==> config.mk <==
export PLATFORM = sky130hd
export DESIGN_NAME = xaddr_cs_gen
export DESIGN_NICKNAME = d
export VERILOG_FILES = /design/src/rtl/xa_pkg.sv /design/src/rtl/xa_regs.sv /design/src/rtl/xa_cs_decode.sv /design/src/rtl/xa_upper_sel.sv /design/src/rtl/xaddr_cs_gen.sv
export SDC_FILE = /design/constraint.sdc
export NUM_CORES = 1
export LEC_CHECK = 0
export BUFFER_PORTS_ARGS = -buffer_cell sky130_fd_sc_hd__buf_4
export CORE_ASPECT_RATIO = 1.4
export CORE_MARGIN = 1
export CORE_UTILIZATION = 51
export DETAILED_ROUTE_END_ITERATION = 16
export GPL_ROUTABILITY_DRIVEN = 0
export PLACE_DENSITY = 0.93
export SLEW_MARGIN = 20
export SYNTH_ARGS = -nofsm -noshare
export SYNTH_HDL_FRONTEND = slang
export SYNTH_SLANG_ARGS = --single-unit
==> constraint.sdc <==
create_clock -name clk -period 2.1 [get_ports clk]
set_input_delay 0.42 -clock clk [delete_from_list [all_inputs] [get_ports clk]]
set_output_delay 0.42 -clock clk [all_outputs]
set_load 0.01 [all_outputs]
==> src/rtl/xa_pkg.sv <==
package xa_pkg;

    typedef enum logic [1:0] {
        XF_NONE  = 2'b00,
        XF_TABLE = 2'b01,
        XF_DPTR  = 2'b10,
        XF_RIND  = 2'b11
    } xfer_e;

    localparam logic [7:0] CTRL_ADDR_DEF = 8'hA1;
    localparam logic [7:0] PAGE_ADDR_DEF = 8'hA2;

endpackage

==> src/rtl/xa_regs.sv <==
module xa_regs #(
    parameter int          DW        = 8,
    parameter int          BANK_W    = 4,
    parameter logic [7:0]  CTRL_ADDR = 8'hA1,
    parameter logic [7:0]  PAGE_ADDR = 8'hA2
) (
    input  logic              clk,
    input  logic              rst_n,
    input  logic              wr_en,
    input  logic [7:0]        addr,
    input  logic [DW-1:0]     wdata,
    output logic [DW-1:0]     rdata,
    output logic              sel_mode,
    output logic [BANK_W-1:0] bank,
    output logic [DW-1:0]     page
);

    typedef struct packed {
        logic [DW-1:0] ctrl;
        logic [DW-1:0] page;
    } regs_t;

    regs_t st_d, st_q;

    always_comb begin
        st_d = st_q;
        if (wr_en && addr == CTRL_ADDR) st_d.ctrl = wdata;
        if (wr_en && addr == PAGE_ADDR) st_d.page = wdata;
    end

    always_ff @(posedge clk or negedge rst_n) begin
        if (!rst_n) st_q <= '0;
        else        st_q <= st_d;
    end

    always_comb begin
        if (addr == CTRL_ADDR)      rdata = st_q.ctrl;
        else if (addr == PAGE_ADDR) rdata = st_q.page;
        else                        rdata = '0;
    end

    assign sel_mode = st_q.ctrl[DW-1];
    assign bank     = st_q.ctrl[BANK_W-1:0];
    assign page     = st_q.page;

    // a control write lands in the register
    a_r2_ctrl_write: assert property (@(posedge clk) disable iff (!rst_n)
        $past(wr_en && addr == CTRL_ADDR) |-> (sel_mode == $past(wdata[DW-1])
                                               && bank == $past(wdata[BANK_W-1:0])));

    // writes elsewhere leave the page register untouched
    a_r3_page_hold: assert property (@(posedge clk) disable iff (!rst_n)
        $past(!(wr_en && addr == PAGE_ADDR)) |-> $stable(page));

endmodule

==> src/rtl/xa_cs_decode.sv <==
module xa_cs_decode #(
    parameter int SEL_W = 2,
    localparam int LINES = 1 << SEL_W
) (
    input  logic [SEL_W-1:0] sel,
    output logic [LINES-1:0] cs_n
);

    for (genvar i = 0; i < LINES; i++) begin : g_line
        assign cs_n[i] = (sel != SEL_W'(i));
    end

endmodule

==> src/rtl/xa_upper_sel.sv <==
module xa_upper_sel #(
    parameter int W = 4
) (
    input  logic          sel_mode,
    input  xa_pkg::xfer_e xclass,
    input  logic [W-1:0]  bank,
    input  logic [W-1:0]  cs_n,
    output logic [W-1:0]  upper
);

    import xa_pkg::*;

    logic carries_bank;

    always_comb begin
        carries_bank = (xclass == XF_TABLE) || (xclass == XF_DPTR);
        if (sel_mode)          upper = cs_n;
        else if (carries_bank) upper = bank;
        else                   upper = '0;
    end

endmodule

==> src/rtl/xaddr_cs_gen.sv <==
module xaddr_cs_gen #(
    parameter int         DW        = 8,
    parameter int         SEL_W     = 2,
    parameter logic [7:0] CTRL_ADDR = xa_pkg::CTRL_ADDR_DEF,
    parameter logic [7:0] PAGE_ADDR = xa_pkg::PAGE_ADDR_DEF
) (
    input  logic          clk,
    input  logic          rst_n,
    input  logic          reg_wr_en,
    input  logic [7:0]    reg_addr,
    input  logic [DW-1:0] reg_wdata,
    output logic [DW-1:0] reg_rdata,
    input  logic [1:0]    xfer_class,
    input  logic [DW-1:0] addr_hi_in,
    output logic [DW-1:0] addr_hi_out,
    output logic [3:0]    upper_out
);

    import xa_pkg::*;

    localparam int LINES = 1 << SEL_W;

    typedef struct packed {
        logic [LINES-1:0] upper;
        logic [DW-1:0]    hi;
    } out_t;

    out_t          o_d, o_q;
    logic          sel_mode;
    logic [LINES-1:0] bank;
    logic [DW-1:0] page;
    logic [LINES-1:0] cs_n;
    logic [LINES-1:0] upper_nx;
    xfer_e         xclass;

    assign xclass = xfer_e'(xfer_class);

    xa_regs #(
        .DW(DW), .BANK_W(LINES), .CTRL_ADDR(CTRL_ADDR), .PAGE_ADDR(PAGE_ADDR)
    ) u_regs (
        .clk(clk), .rst_n(rst_n), .wr_en(reg_wr_en), .addr(reg_addr),
        .wdata(reg_wdata), .rdata(reg_rdata), .sel_mode(sel_mode),
        .bank(bank), .page(page)
    );

    xa_cs_decode #(.SEL_W(SEL_W)) u_dec (
        .sel(o_d.hi[DW-1 -: SEL_W]), .cs_n(cs_n)
    );

    xa_upper_sel #(.W(LINES)) u_sel (
        .sel_mode(sel_mode), .xclass(xclass), .bank(bank),
        .cs_n(cs_n), .upper(upper_nx)
    );

    always_comb begin
        o_d.hi    = (xclass == XF_RIND) ? page : addr_hi_in;
        o_d.upper = upper_nx;
    end

    always_ff @(posedge clk or negedge rst_n) begin
        if (!rst_n) o_q <= '0;
        else        o_q <= o_d;
    end

    assign addr_hi_out = o_q.hi;
    assign upper_out   = o_q.upper;

    // select mode leaves exactly one line low
    a_r7_one_low: assert property (@(posedge clk) disable iff (!rst_n)
        $past(sel_mode) |-> $countones(~upper_out) == 1);

    // the low line matches the outgoing high byte
    a_r7_line_match: assert property (@(posedge clk) disable iff (!rst_n)
        $past(sel_mode) |-> upper_out[addr_hi_out[DW-1 -: SEL_W]] == 1'b0);

    // bank mode gives zero outside the bank-carrying classes
    a_r6_zero_idle: assert property (@(posedge clk) disable iff (!rst_n)
        $past(!sel_mode && (xfer_class == 2'b00 || xfer_class == 2'b11))
        |-> upper_out == '0);

    // register-indirect transfers take the page byte
    a_r8_page_src: assert property (@(posedge clk) disable iff (!rst_n)
        $past(xfer_class == 2'b11) |-> addr_hi_out == $past(page));

    // other transfers pass the core's byte through
    a_r8_pass_src: assert property (@(posedge clk) disable iff (!rst_n)
        $past(xfer_class != 2'b11) |-> addr_hi_out == $past(addr_hi_in));

endmodule

==> results of run 1 <==
-- worst max path at each step --
| stage | end | cells after the start |
|---|---|---|
| after floorplan | reg_rdata[0] | 3 |
| after global placement | reg_rdata[0] | 4 |
| after detailed placement | reg_rdata[0] | 4 |
| after CTS | reg_rdata[0] | 4 |
| after global routing | reg_rdata[3] | 4 |
| final | reg_rdata[3] | 4 |
-- cells by family (layout without fill, tap and decap cells) --
family	count (synthesis)	in the layout	synth area share
simple gates	14	14	0.110
buf+inv	5	58	0.0151
mux	24	24	0.217
compound gates	16	16	0.0845
fa+ha+maj	1	1	0.0101
flops	28	28	0.563
-- registers in the layout (all words and copies together), names as in the netlist --
| signal | cells |
|---|---|
| u_regs.st_q | 3 |
| addr_hi_out | 8 |
| u_regs.bank | 4 |
| upper_out | 4 |
| u_regs.sel_mode | 1 |
| u_regs.page | 8 |
-- area by class of cell --
cell class | count | area (sq um)
Multi-Input combinational cell | 55 | 524
Inverter | 2 | 7.51
Fill cell | 133 | 538
Clock buffer | 4 | 36.3
Tap cell | 22 | 27.5
Sequential cell | 28 | 701
Timing Repair Buffer | 52 | 393
-- per-layer routing --
metal / global-route usage / part of all wire
met5: 0 / 0
met4: 0.0938 / 0.021
met3: 0.0357 / 0.048
met2: 0.403 / 0.55
met1: 0.268 / 0.38
-- cell usage in the layout, fill, tap and decap left out, types with 3 or more instances in the layout --
cell type and n:
sky130_fd_sc_hd__a31oi_1 4, sky130_fd_sc_hd__buf_4 51, sky130_fd_sc_hd__clkbuf_4 3, sky130_fd_sc_hd__a22oi_1 8, sky130_fd_sc_hd__dfrtp_1 28, sky130_fd_sc_hd__a21oi_1 4
sky130_fd_sc_hd__nor2_1 8, sky130_fd_sc_hd__mux2_2 24
-- worst max-delay path, delay by kind of cell --
| kind | cells | cell delay (ns) |
|---|---|---|
| buffers and inverters | 2 | 0.25 |
| AND/OR/NAND/NOR | 2 | 0.86 |
-- power groups by stage --
stage | Clock [mW] | Combinational (mW) | Sequential, mW
2_1_floorplan | 0 | 0.0518 | 0.598
3_3_place_gp | 0 | 0.145 | 0.594
3_5_place_dp | 0 | 0.152 | 0.595
4_1_cts | 0.265 | 0.155 | 0.585
5_1_grt | 0.283 | 0.166 | 0.589
6_report | 0.270 | 0.153 | 0.586
==> out/metrics.yaml, run 1 <==
clock_tree:
  clock_tree.root_cell: "sky130_fd_sc_hd__clkbuf_4"
  hold_buffers: 1
  cts_bufs_inserted: 3
  cts.repair_timing.setup_buffer_count: 0
  worst_setup_hold_path_clk_slew_ns: 0.15
  cts_repair_resize_count: 0
  clk_lat_worst_skew_ns: 0.33
  ctsHtreeMaxLevel: 1
  cts_tree: "done"
  max_clock_buf_depth: 2
  clkSinkCount: 28
job:
  timing.max_cap.violations: 0
grt:
  grt_max_degree: 29
  grt_pass1_wl_mm: 4.31
  grt_pass1_vias: 959
  grtUsageTotal: 0.226
  grt_overflow: 0
  antenna_found_initial: 0
timing:
  slew-limit-headroom: 0.774
  final_cycle_utilization_of_the_critical_path: 0.930
  timing.clock.skew_ns: 0.00342
  timing.fmax_mhz: 512
  holdWs_ns: 0.302
  report.final.hold_viol_count: 0
  tightest_slew_ns: 0.339
  final-max-slew-violation-count: 0
  timing.final.setup_violations: 0
  timing.final.crit_period_ns: 1.95
  tns_ns: 0
  final_critical_path_setup_slack_ns: 0.147
  rsz_0062_raised_after_global_routing: "no"
critical_path:
  cpPeakStageDelay_ns: 0.67
  start_kind: "input pin"
  critical_path_peak_fanout: 8
  rr_worst_depth: 3
  critPathKind: "in -> out"
  crit_path_end_kind: "output pin"
  critical_path.slowest_cell: "sky130_fd_sc_hd__or4bb_1"
  reg2reg_setup_slack_ns: 1.08
  crit_path_frequent_cell: "sky130_fd_sc_hd__buf_4"
  crit_chain: "buf_4 -> or4bb_1 -> nor2_1 -> buf_4"
  critical_path.startpoint: "reg_addr[4]"
  critical_path_arrival_ns: 1.53
  destination_of_the_worst_register_to_register_timing_path: "upper_out[0]"
  required_ns: 1.68
  worstReg2RegStart: "u_regs.page[6]"
logic_synthesis:
  synthesis.nets: 118
  yosysWarnings: 0
  netlist.top_cell.by_area: "sky130_fd_sc_hd__dfrtp_1"
  synth_cells: 88
  synth_flop_cell: "sky130_fd_sc_hd__dfrtp_1"
  ys_types: 14
  most_frequent_cell_after_synthesis: "sky130_fd_sc_hd__dfrtp_1"
  synth_area_leaders: "sky130_fd_sc_hd__dfrtp_1, sky130_fd_sc_hd__mux2_2, sky130_fd_sc_hd__a22oi_1, sky130_fd_sc_hd__nor4b_4, sky130_fd_sc_hd__nand3_4"
  postSynthRegisterBits: 28
  postSynth.asyncResetShare: 1.00
  synth_top_area_frac: 0.563
  synthesis.area_per_instance_sq_um: 14.1
  synth_edf_count: 0
  netlist_area_sq_um: 1240
  synth_common_cells: "sky130_fd_sc_hd__dfrtp_1, sky130_fd_sc_hd__mux2_2, sky130_fd_sc_hd__a22oi_1, sky130_fd_sc_hd__nor2_1"
  synth_sequential_area_ratio: 0.563
pwr:
  cellLeakagePower_nw: 0.839
  p_int_mw: 0.763
  power_frac_clock: 0.268
  seqPwrFrac: 0.581
  power_density_nw_per_um2: 597
  ir_drop_mv: 0.495
  p_switching_mw: 0.246
  comb_power_share: 0.152
  fin_total_pwr_mw: 1.01
  power.share.switching: 0.244
cells_and_area:
  nets: 172
  fin_cells: 163
  syn2layout_area_growth_pct: 35.8
  antenna_cells_inserted: 0
  layout-drive-gt1-share: 0.596
  utilization: 0.758
  fin_area_sq_um: 1690
place:
  placed_cells: 158
  numPortBuffers: 48
  detailed_place.area_sq_um: 1640
  post-place-ws_ns: 0.162
  post-dp-hpwl_mm: 1.99
route:
  via_count: 962
  number_of_remaining_drc_errors: 4
  wl_per_cell_um: 16.9
  drtIter0Drc: 24
  drt_pass1_iterations: 10
  postRouteWirelength_mm: 2.76
  postRouteAntennaNets: 0
  drt-vias-per-instance: 5.90
run_status:
  outcome: "complete, but fails checks"
  violations_in_the_final_reports: "design-rule violations"
die:
  rows: 20
  start_util: 0.558
  die_y_um: 60.4
  io_pins: 49
  design.core.area_sq_um: 2230
  die-width_um: 43.7
  die_area_sq_um: 2640
hold_path:
  hold-path-cell-count: 2
  hold_path.startpoint: "addr_hi_in[1]"
  worstHoldEndpoint: "addr_hi_out[1]"
  worst_hold_path_type: "in -> reg"
No activity file was read; power rests on OpenSTA's default activity.
==> inputs of run 2 (changes only) <==
--- a/config.mk
+++ b/config.mk
@@ -8,10 +8,10 @@
 export BUFFER_PORTS_ARGS = -buffer_cell sky130_fd_sc_hd__buf_4
 export CORE_ASPECT_RATIO = 1.4
 export CORE_MARGIN = 1
-export CORE_UTILIZATION = 51
+export CORE_UTILIZATION = 47
 export DETAILED_ROUTE_END_ITERATION = 16
 export GPL_ROUTABILITY_DRIVEN = 0
-export PLACE_DENSITY = 0.93
+export PLACE_DENSITY = 0.88
 export SLEW_MARGIN = 20
 export SYNTH_ARGS = -nofsm -noshare
 export SYNTH_HDL_FRONTEND = slang
==> constraint.sdc (replaced) <==
create_clock -name clk -period 2 [get_ports clk]
set_input_delay 0.4 -clock clk [delete_from_list [all_inputs] [get_ports clk]]
set_output_delay 0.4 -clock clk [all_outputs]
set_load 0.01 [all_outputs]
==> out/metrics.yaml, run 2 (same netlist as run 1, synthesis figures left out) <==
run_status:
  outcome: "finished, final reports clean"
critical_path:
  critical_path_peak_fanout: 8  # unchanged
  critical_path_arrival_ns: 1.50  # -0.03 ns
  destination_of_the_worst_register_to_register_timing_path: "upper_out[1]"
  crit_path_frequent_cell: "sky130_fd_sc_hd__buf_4"
  crit_chain: "buf_4 -> or4bb_1 -> nor2_1 -> buf_4"
  rr_worst_depth: 3  # unchanged
  cpPeakStageDelay_ns: 0.66  # about the same
  start_kind: "input pin"
  crit_path_end_kind: "output pin"
  critPathKind: "in -> out"
  reg2reg_setup_slack_ns: 0.97  # -0.11 ns
  worstReg2RegStart: "u_regs.page[7]"
  required_ns: 1.60  # -0.08 ns
  critical_path.slowest_cell: "sky130_fd_sc_hd__or4bb_1"
timing:
  slew-limit-headroom: 0.778  # +0.00442
  holdWs_ns: 0.293  # -0.00851 ns
  timing.final.setup_violations: 0  # unchanged
  timing.clock.skew_ns: 0.00479  # +0.00137 ns
  tightest_slew_ns: 0.332  # -0.00663 ns
  rsz_0062_raised_after_global_routing: "no"
  timing.final.crit_period_ns: 1.90
  report.final.hold_viol_count: 0  # unchanged
  final_critical_path_setup_slack_ns: 0.0989  # -0.0478 ns
  final-max-slew-violation-count: 0  # unchanged
  timing.fmax_mhz: 526
  tns_ns: 0  # unchanged
  final_cycle_utilization_of_the_critical_path: 0.951
cells_and_area:
  fillerInstances: 186  # +40%
  mostFrequentLayoutCell: "sky130_fd_sc_hd__buf_4"
  layout_common_cells: "sky130_fd_sc_hd__buf_4, sky130_fd_sc_hd__dfrtp_1, sky130_fd_sc_hd__mux2_2"
  antenna_cells_inserted: 0  # unchanged
  syn2layout_area_growth_pct: 37.0
  nets: 172  # unchanged
  utilization: 0.697  # -0.0610
  layout-drive-gt1-share: 0.596  # unchanged
pwr:
  cellLeakagePower_nw: 0.839  # unchanged
  power.share.switching: 0.231  # -0.0131
  power_frac_clock: 0.257  # -0.011
  fin_total_pwr_mw: 1.04  # +3.1%
  comb_power_share: 0.153  # about the same
  ir_drop_mv: 0.504  # +1.7%
  p_int_mw: 0.801  # +4.9%
  power_density_nw_per_um2: 611  # +2.2%
  seqPwrFrac: 0.590  # +0.009
  p_switching_mw: 0.240  # -2.4%
hold_path:
  worstHoldEndpoint: "addr_hi_out[0]"
  worst_hold_path_type: "in -> reg"
  hold_path.startpoint: "addr_hi_in[0]"
  hold-path-cell-count: 2  # unchanged
place:
  numPortBuffers: 48  # unchanged
  post-place-ws_ns: 0.0686  # -0.0930 ns
  post-dp-hpwl_mm: 2.02  # +1.4%
clock_tree:
  cts_tree: "done"
  worst_setup_hold_path_clk_slew_ns: 0.14  # about the same
  clk_lat_worst_skew_ns: 0.32  # about the same
  clkSinkCount: 28  # unchanged
  clock_tree.root_cell: "sky130_fd_sc_hd__clkbuf_4"
  cts.repair_timing.setup_buffer_count: 0  # unchanged
  cts_bufs_inserted: 3  # unchanged
  max_clock_buf_depth: 2  # unchanged
  ctsHtreeMaxLevel: 1  # unchanged
grt:
  grt_pass1_wl_mm: 4.33  # +0.32%
  grtUsageTotal: 0.205  # -0.0201
  grt_max_degree: 29  # unchanged
  grt_pass1_vias: 983  # +2.5%
  antenna_found_initial: 0  # unchanged
  grt_overflow: 0  # unchanged
route:
  postRouteWirelength_mm: 2.62  # -4.8%
  number_of_remaining_drc_errors: 0  # -4
  drt_pass1_iterations: 4  # -6
  drt-vias-per-instance: 5.37  # -9.0%
  wl_per_cell_um: 15.0  # -11%
  drtIter0Drc: 21  # -13%
  via_count: 940  # -2.3%
  postRouteAntennaNets: 0  # unchanged
die:
  design.core.area_sq_um: 2440  # +9.7%
  die_y_um: 62.9  # +4.0%
  start_util: 0.509  # -0.0495
  die_area_sq_um: 2860  # +8.2%
  die-width_um: 45.5  # +4.0%
  io_pins: 49  # unchanged
  rows: 21  # +5.0%
job:
  timing.max_cap.violations: 0  # unchanged
[run 2: final cells by class]
cell class / instances / area (sq um) / share of cell area
Clock buffer: 4 / 36.3 / 0.0213
Inverter: 2 / 7.51 / 0.00441
Multi-Input combinational cell: 55 / 524 / 0.308
Sequential cell: 28 / 701 / 0.411
Tap cell: 34 / 42.5 / 0.0250
Timing Repair Buffer: 52 / 393 / 0.231
[run 2: what timing repair did]
action	in CTS	in global routing
resized for setup	0	0
hold endpoints to repair	28	0
setup endpoints to repair	0	0
hold buffers	1	0
[run 2: worst max path at each step]
stage | from | endpoint | cells past startpoint
floorplan | reg_addr[4] | reg_rdata[0] | 3
global placement | reg_addr[4] | reg_rdata[0] | 4
detailed placement | reg_addr[4] | reg_rdata[2] | 4
CTS | reg_addr[4] | reg_rdata[2] | 4
global route | reg_addr[4] | reg_rdata[0] | 4
finish | reg_addr[4] | reg_rdata[0] | 4
[run 2: stage by stage]
| step | instances | area, sq um |
|---|---|---|
| floorplan | 88 | 1240 |
| global placement | 170 | 1660 |
| detailed placement | 170 | 1660 |
| CTS | 175 | 1700 |
| global route | 175 | 1700 |
| finish | 175 | 1700 |
[run 2: power groups by stage]
stage	clock, mW	sequential, mW	combinational [mW]
after global placement	0	0.623	0.153
after global routing	0.294	0.618	0.173
after floorplan	0	0.628	0.0544
after CTS	0.267	0.614	0.161
after detailed placement	0	0.625	0.159
final	0.268	0.614	0.159
[run 2: routing by layer]
layer  global-route usage  vias to the layer above  share of wire
li1                     -                      431              -
met5                    0                        -              0
met3               0.0318                       11          0.038
met4                0.106                        0          0.038
met2                0.357                       34           0.57
met1                0.226                      464           0.35
[run 2: critical path, delay by kind of cell]
family	cells	cell delay (ns)
buf+inv	2	0.25
simple gates	2	0.84
==> inputs of run 3 (changes only) <==
--- a/config.mk
+++ b/config.mk
@@ -8,11 +8,12 @@
 export BUFFER_PORTS_ARGS = -buffer_cell sky130_fd_sc_hd__buf_4
 export CORE_ASPECT_RATIO = 1.4
 export CORE_MARGIN = 1
-export CORE_UTILIZATION = 47
+export CORE_UTILIZATION = 48
 export DETAILED_ROUTE_END_ITERATION = 16
 export GPL_ROUTABILITY_DRIVEN = 0
 export PLACE_DENSITY = 0.88
 export SLEW_MARGIN = 20
 export SYNTH_ARGS = -nofsm -noshare
 export SYNTH_HDL_FRONTEND = slang
+export SYNTH_HIERARCHICAL = 1
 export SYNTH_SLANG_ARGS = --single-unit
==> out/metrics.yaml, run 3 <==
die:
  die-width_um: 47.0  # +3.3%
  rows: 22  # +4.8%
  start_util: 0.514  # +0.00524
  die_area_sq_um: 3050  # +6.7%
  die_y_um: 65.0  # +3.3%
  design.core.area_sq_um: 2640  # +8.1%
  io_pins: 49  # unchanged
critical_path:
  reg2reg_setup_slack_ns: 0.80  # -0.17 ns
  crit_path_end_kind: "output pin"
  crit_path_frequent_cell: "sky130_fd_sc_hd__buf_4"
  worst_path_dominant_cell_family: "simple AND/OR/NAND/NOR gates"
  critical_path_peak_fanout: 8  # unchanged
  critical_path_arrival_ns: 1.51  # about the same
  cpPeakStageDelay_ns: 0.67  # about the same
  crit_chain: "buf_4 -> or4bb_1 -> nor2_1 -> buf_4"
  start_kind: "input pin"
  critical_path.n_buffers_inverters: 2  # unchanged
  critical_path.slowest_cell: "sky130_fd_sc_hd__or4bb_1"
  critPathKind: "in -> out"
  required_ns: 1.60  # about the same
logic_synthesis:
  synth_common_cells: "sky130_fd_sc_hd__dfrtp_1, sky130_fd_sc_hd__mux2_2, sky130_fd_sc_hd__buf_4"
  synthesis.nets: 134  # +14%
  yosysWarnings: 6  # +6
  postSynth.asyncResetShare: 1.00  # unchanged
  fraction_of_the_mapped_netlist_area_in_adder_cells: 0  # -0.0101
  postSynthRegisterBits: 28  # unchanged
  synthMuxAreaShare: 0.199  # -0.0184
  synth_area_leaders: "sky130_fd_sc_hd__dfrtp_1, sky130_fd_sc_hd__mux2_2, sky130_fd_sc_hd__buf_4, sky130_fd_sc_hd__a22oi_1, sky130_fd_sc_hd__nor4b_4"
  netlist.top_cell.by_area: "sky130_fd_sc_hd__dfrtp_1"
  synth_flop_cell: "sky130_fd_sc_hd__dfrtp_1"
  synthXorXnorAreaFrac: 0.00645  # +0.00645
  synth_top_area_frac: 0.516  # -0.0477
  netlist_area_sq_um: 1360  # +9.3%
  dominant_combinational_cell_family_by_area_after_synthesis: "multiplexers"
  synth_compound_area_frac: 0.0589  # -0.0256
  synthesis.area_per_instance_sq_um: 12.9  # -8.4%
  synth_cells: 105  # +19%
  synth_sequential_area_ratio: 0.516  # -0.0477
  synthSimpleGateAreaFrac: 0.151  # +0.0414
  synth_edf_count: 0  # unchanged
  ys_types: 16  # +2
  most_frequent_cell_after_synthesis: "sky130_fd_sc_hd__dfrtp_1"
clock_tree:
  cts_bufs_inserted: 3  # unchanged
  clkSinkCount: 28  # unchanged
  worst_setup_hold_path_clk_slew_ns: 0.14  # about the same
  cts.repair_timing.setup_buffer_count: 0  # unchanged
  clk_lat_worst_skew_ns: 0.32  # about the same
  max_clock_buf_depth: 2  # unchanged
  cts_tree: "done"
  ctsHtreeMaxLevel: 1  # unchanged
  clock_tree.root_cell: "sky130_fd_sc_hd__clkbuf_4"
cells_and_area:
  syn2layout_area_growth_pct: 27.4
  antenna_cells_inserted: 0  # unchanged
  utilization: 0.655  # -0.0421
  mostFrequentLayoutCell: "sky130_fd_sc_hd__buf_4"
  fillerInstances: 219  # +18%
  multi_input_comb_area_sq_um: 564  # +7.6%
  layout-drive-gt1-share: 0.571  # -0.0243
  layout_common_cells: "sky130_fd_sc_hd__buf_4, sky130_fd_sc_hd__dfrtp_1, sky130_fd_sc_hd__mux2_2"
  nets: 177  # +2.9%
  layout.area.seq_sq_um: 701  # unchanged
route:
  postRouteWirelength_mm: 2.52  # -4.0%
  drtIter0Drc: 21  # unchanged
  drt_pass1_iterations: 4  # unchanged
  wl_per_cell_um: 13.8  # -8.2%
  drt-vias-per-instance: 5.07  # -5.7%
  number_of_remaining_drc_errors: 0  # unchanged
  via_count: 927  # -1.4%
  postRouteAntennaNets: 0  # unchanged
pwr:
  cellLeakagePower_nw: 0.836  # -0.46%
  p_int_mw: 0.800  # -0.14%
  power_density_nw_per_um2: 600  # -1.8%
  power_frac_clock: 0.258  # about the same
  ir_drop_mv: 0.453  # -10%
  p_switching_mw: 0.238  # -0.60%
  comb_power_share: 0.152  # about the same
  seqPwrFrac: 0.591  # about the same
  power.share.switching: 0.230  # -0.000809
grt:
  grt_pass1_vias: 934  # -5.0%
  antenna_found_initial: 0  # unchanged
  grt_max_degree: 29  # unchanged
  grt_overflow: 0  # unchanged
  grtUsageTotal: 0.187  # -0.0188
  grt_pass1_wl_mm: 3.95  # -8.8%
timing:
  rsz_0062_raised_after_global_routing: "no"
  slew-limit-headroom: 0.770  # -0.00888
  final-max-slew-violation-count: 0  # unchanged
  tns_ns: 0  # unchanged
  report.final.hold_viol_count: 0  # unchanged
  timing.fmax_mhz: 524  # -0.41%
  timing.clock.skew_ns: 0.00587  # +0.00108 ns
  holdWs_ns: 0.305  # +0.0122 ns
  final_cycle_utilization_of_the_critical_path: 0.954  # +0.00392
  tightest_slew_ns: 0.346  # +0.0133 ns
  timing.final.crit_period_ns: 1.91  # +0.00783 ns
  timing.final.setup_violations: 0  # unchanged
job:
  timing.max_cap.violations: 0  # unchanged
place:
  numPortBuffers: 48  # unchanged
  post-dp-hpwl_mm: 1.95  # -3.3%
hold_path:
  worst_hold_path_type: "in -> reg"
run_status:
  outcome: "finished, final reports clean"
==> run 3: final cells by class <==
class                      count  area share
clock buffer                   4      0.0210
multi-input combinational     64       0.326
sequential                    28       0.405
timing repair buffer          51       0.223
tap                           36      0.0260
==> run 3: worst paths after layout <==
| path | startpoint | endpoint | depth (start not counted) |
|---|---|---|---|
| setup / recovery | reg_addr[4] | reg_rdata[6] | 4 |
| hold / removal | addr_hi_in[1] | addr_hi_out[1] | 2 |
| setup reg to reg | u_regs/page[7] | upper_out[0] | 4 |
| hold reg to reg | u_regs/st_q[13] | u_regs/st_q[13] | 1 |
| max in group asynchronous | rst_n | u_regs/page[0] | 2 |
| min in group asynchronous | rst_n | addr_hi_out[1] | 2 |
==> run 3: kinds of logic (layout without fill, tap and decap cells) <==
logic type             after synthesis  in the layout
AND/OR/NAND/NOR                     27             27
flip-flops                          28             28
XOR/XNOR                             1              1
buffers and inverters               13             55
multiplexers                        24             24
AO/OA/AOI/OAI                       12             12
==> run 3: layer usage <==
layer | GRT usage | up-vias | share of wire
met2 | 0.340 | 32 | 0.57
met1 | 0.192 | 445 | 0.37
met3 | 0.0334 | 4 | 0.044
met5 | 0 | - | 0
met4 | 0.0857 | 0 | 0.021
li1 | - | 446 | -
==> run 3: per-stage QoR <==
stage | instances | cell area, sq um | power (mW) | worst slack, ns
floorplan | 105 | 1360 | 0.697 | 0.350
global placement | 178 | 1690 | 0.774 | 0.0932
detailed placement | 178 | 1690 | 0.782 | 0.0939
CTS | 183 | 1730 | 1.04 | 0.0944
global route | 183 | 1730 | 1.08 | 0.0235
finish | 183 | 1730 | 1.04 | 0.0911
==> run 3: power groups by stage <==
stage | logic [mW] | clock network (mW) | registers (mW)
final | 0.158 | 0.267 | 0.613
after global routing | 0.171 | 0.292 | 0.617
after CTS | 0.160 | 0.271 | 0.613
after detailed placement | 0.158 | 0 | 0.624
after global placement | 0.151 | 0 | 0.623
after floorplan | 0.0684 | 0 | 0.629
==> run 3: what timing repair did <==
item | in CTS | in global routing
endpoints found under the hold margin | 28 | 0
hold buffers | 1 | 0
gates resized for setup | 0 | 0
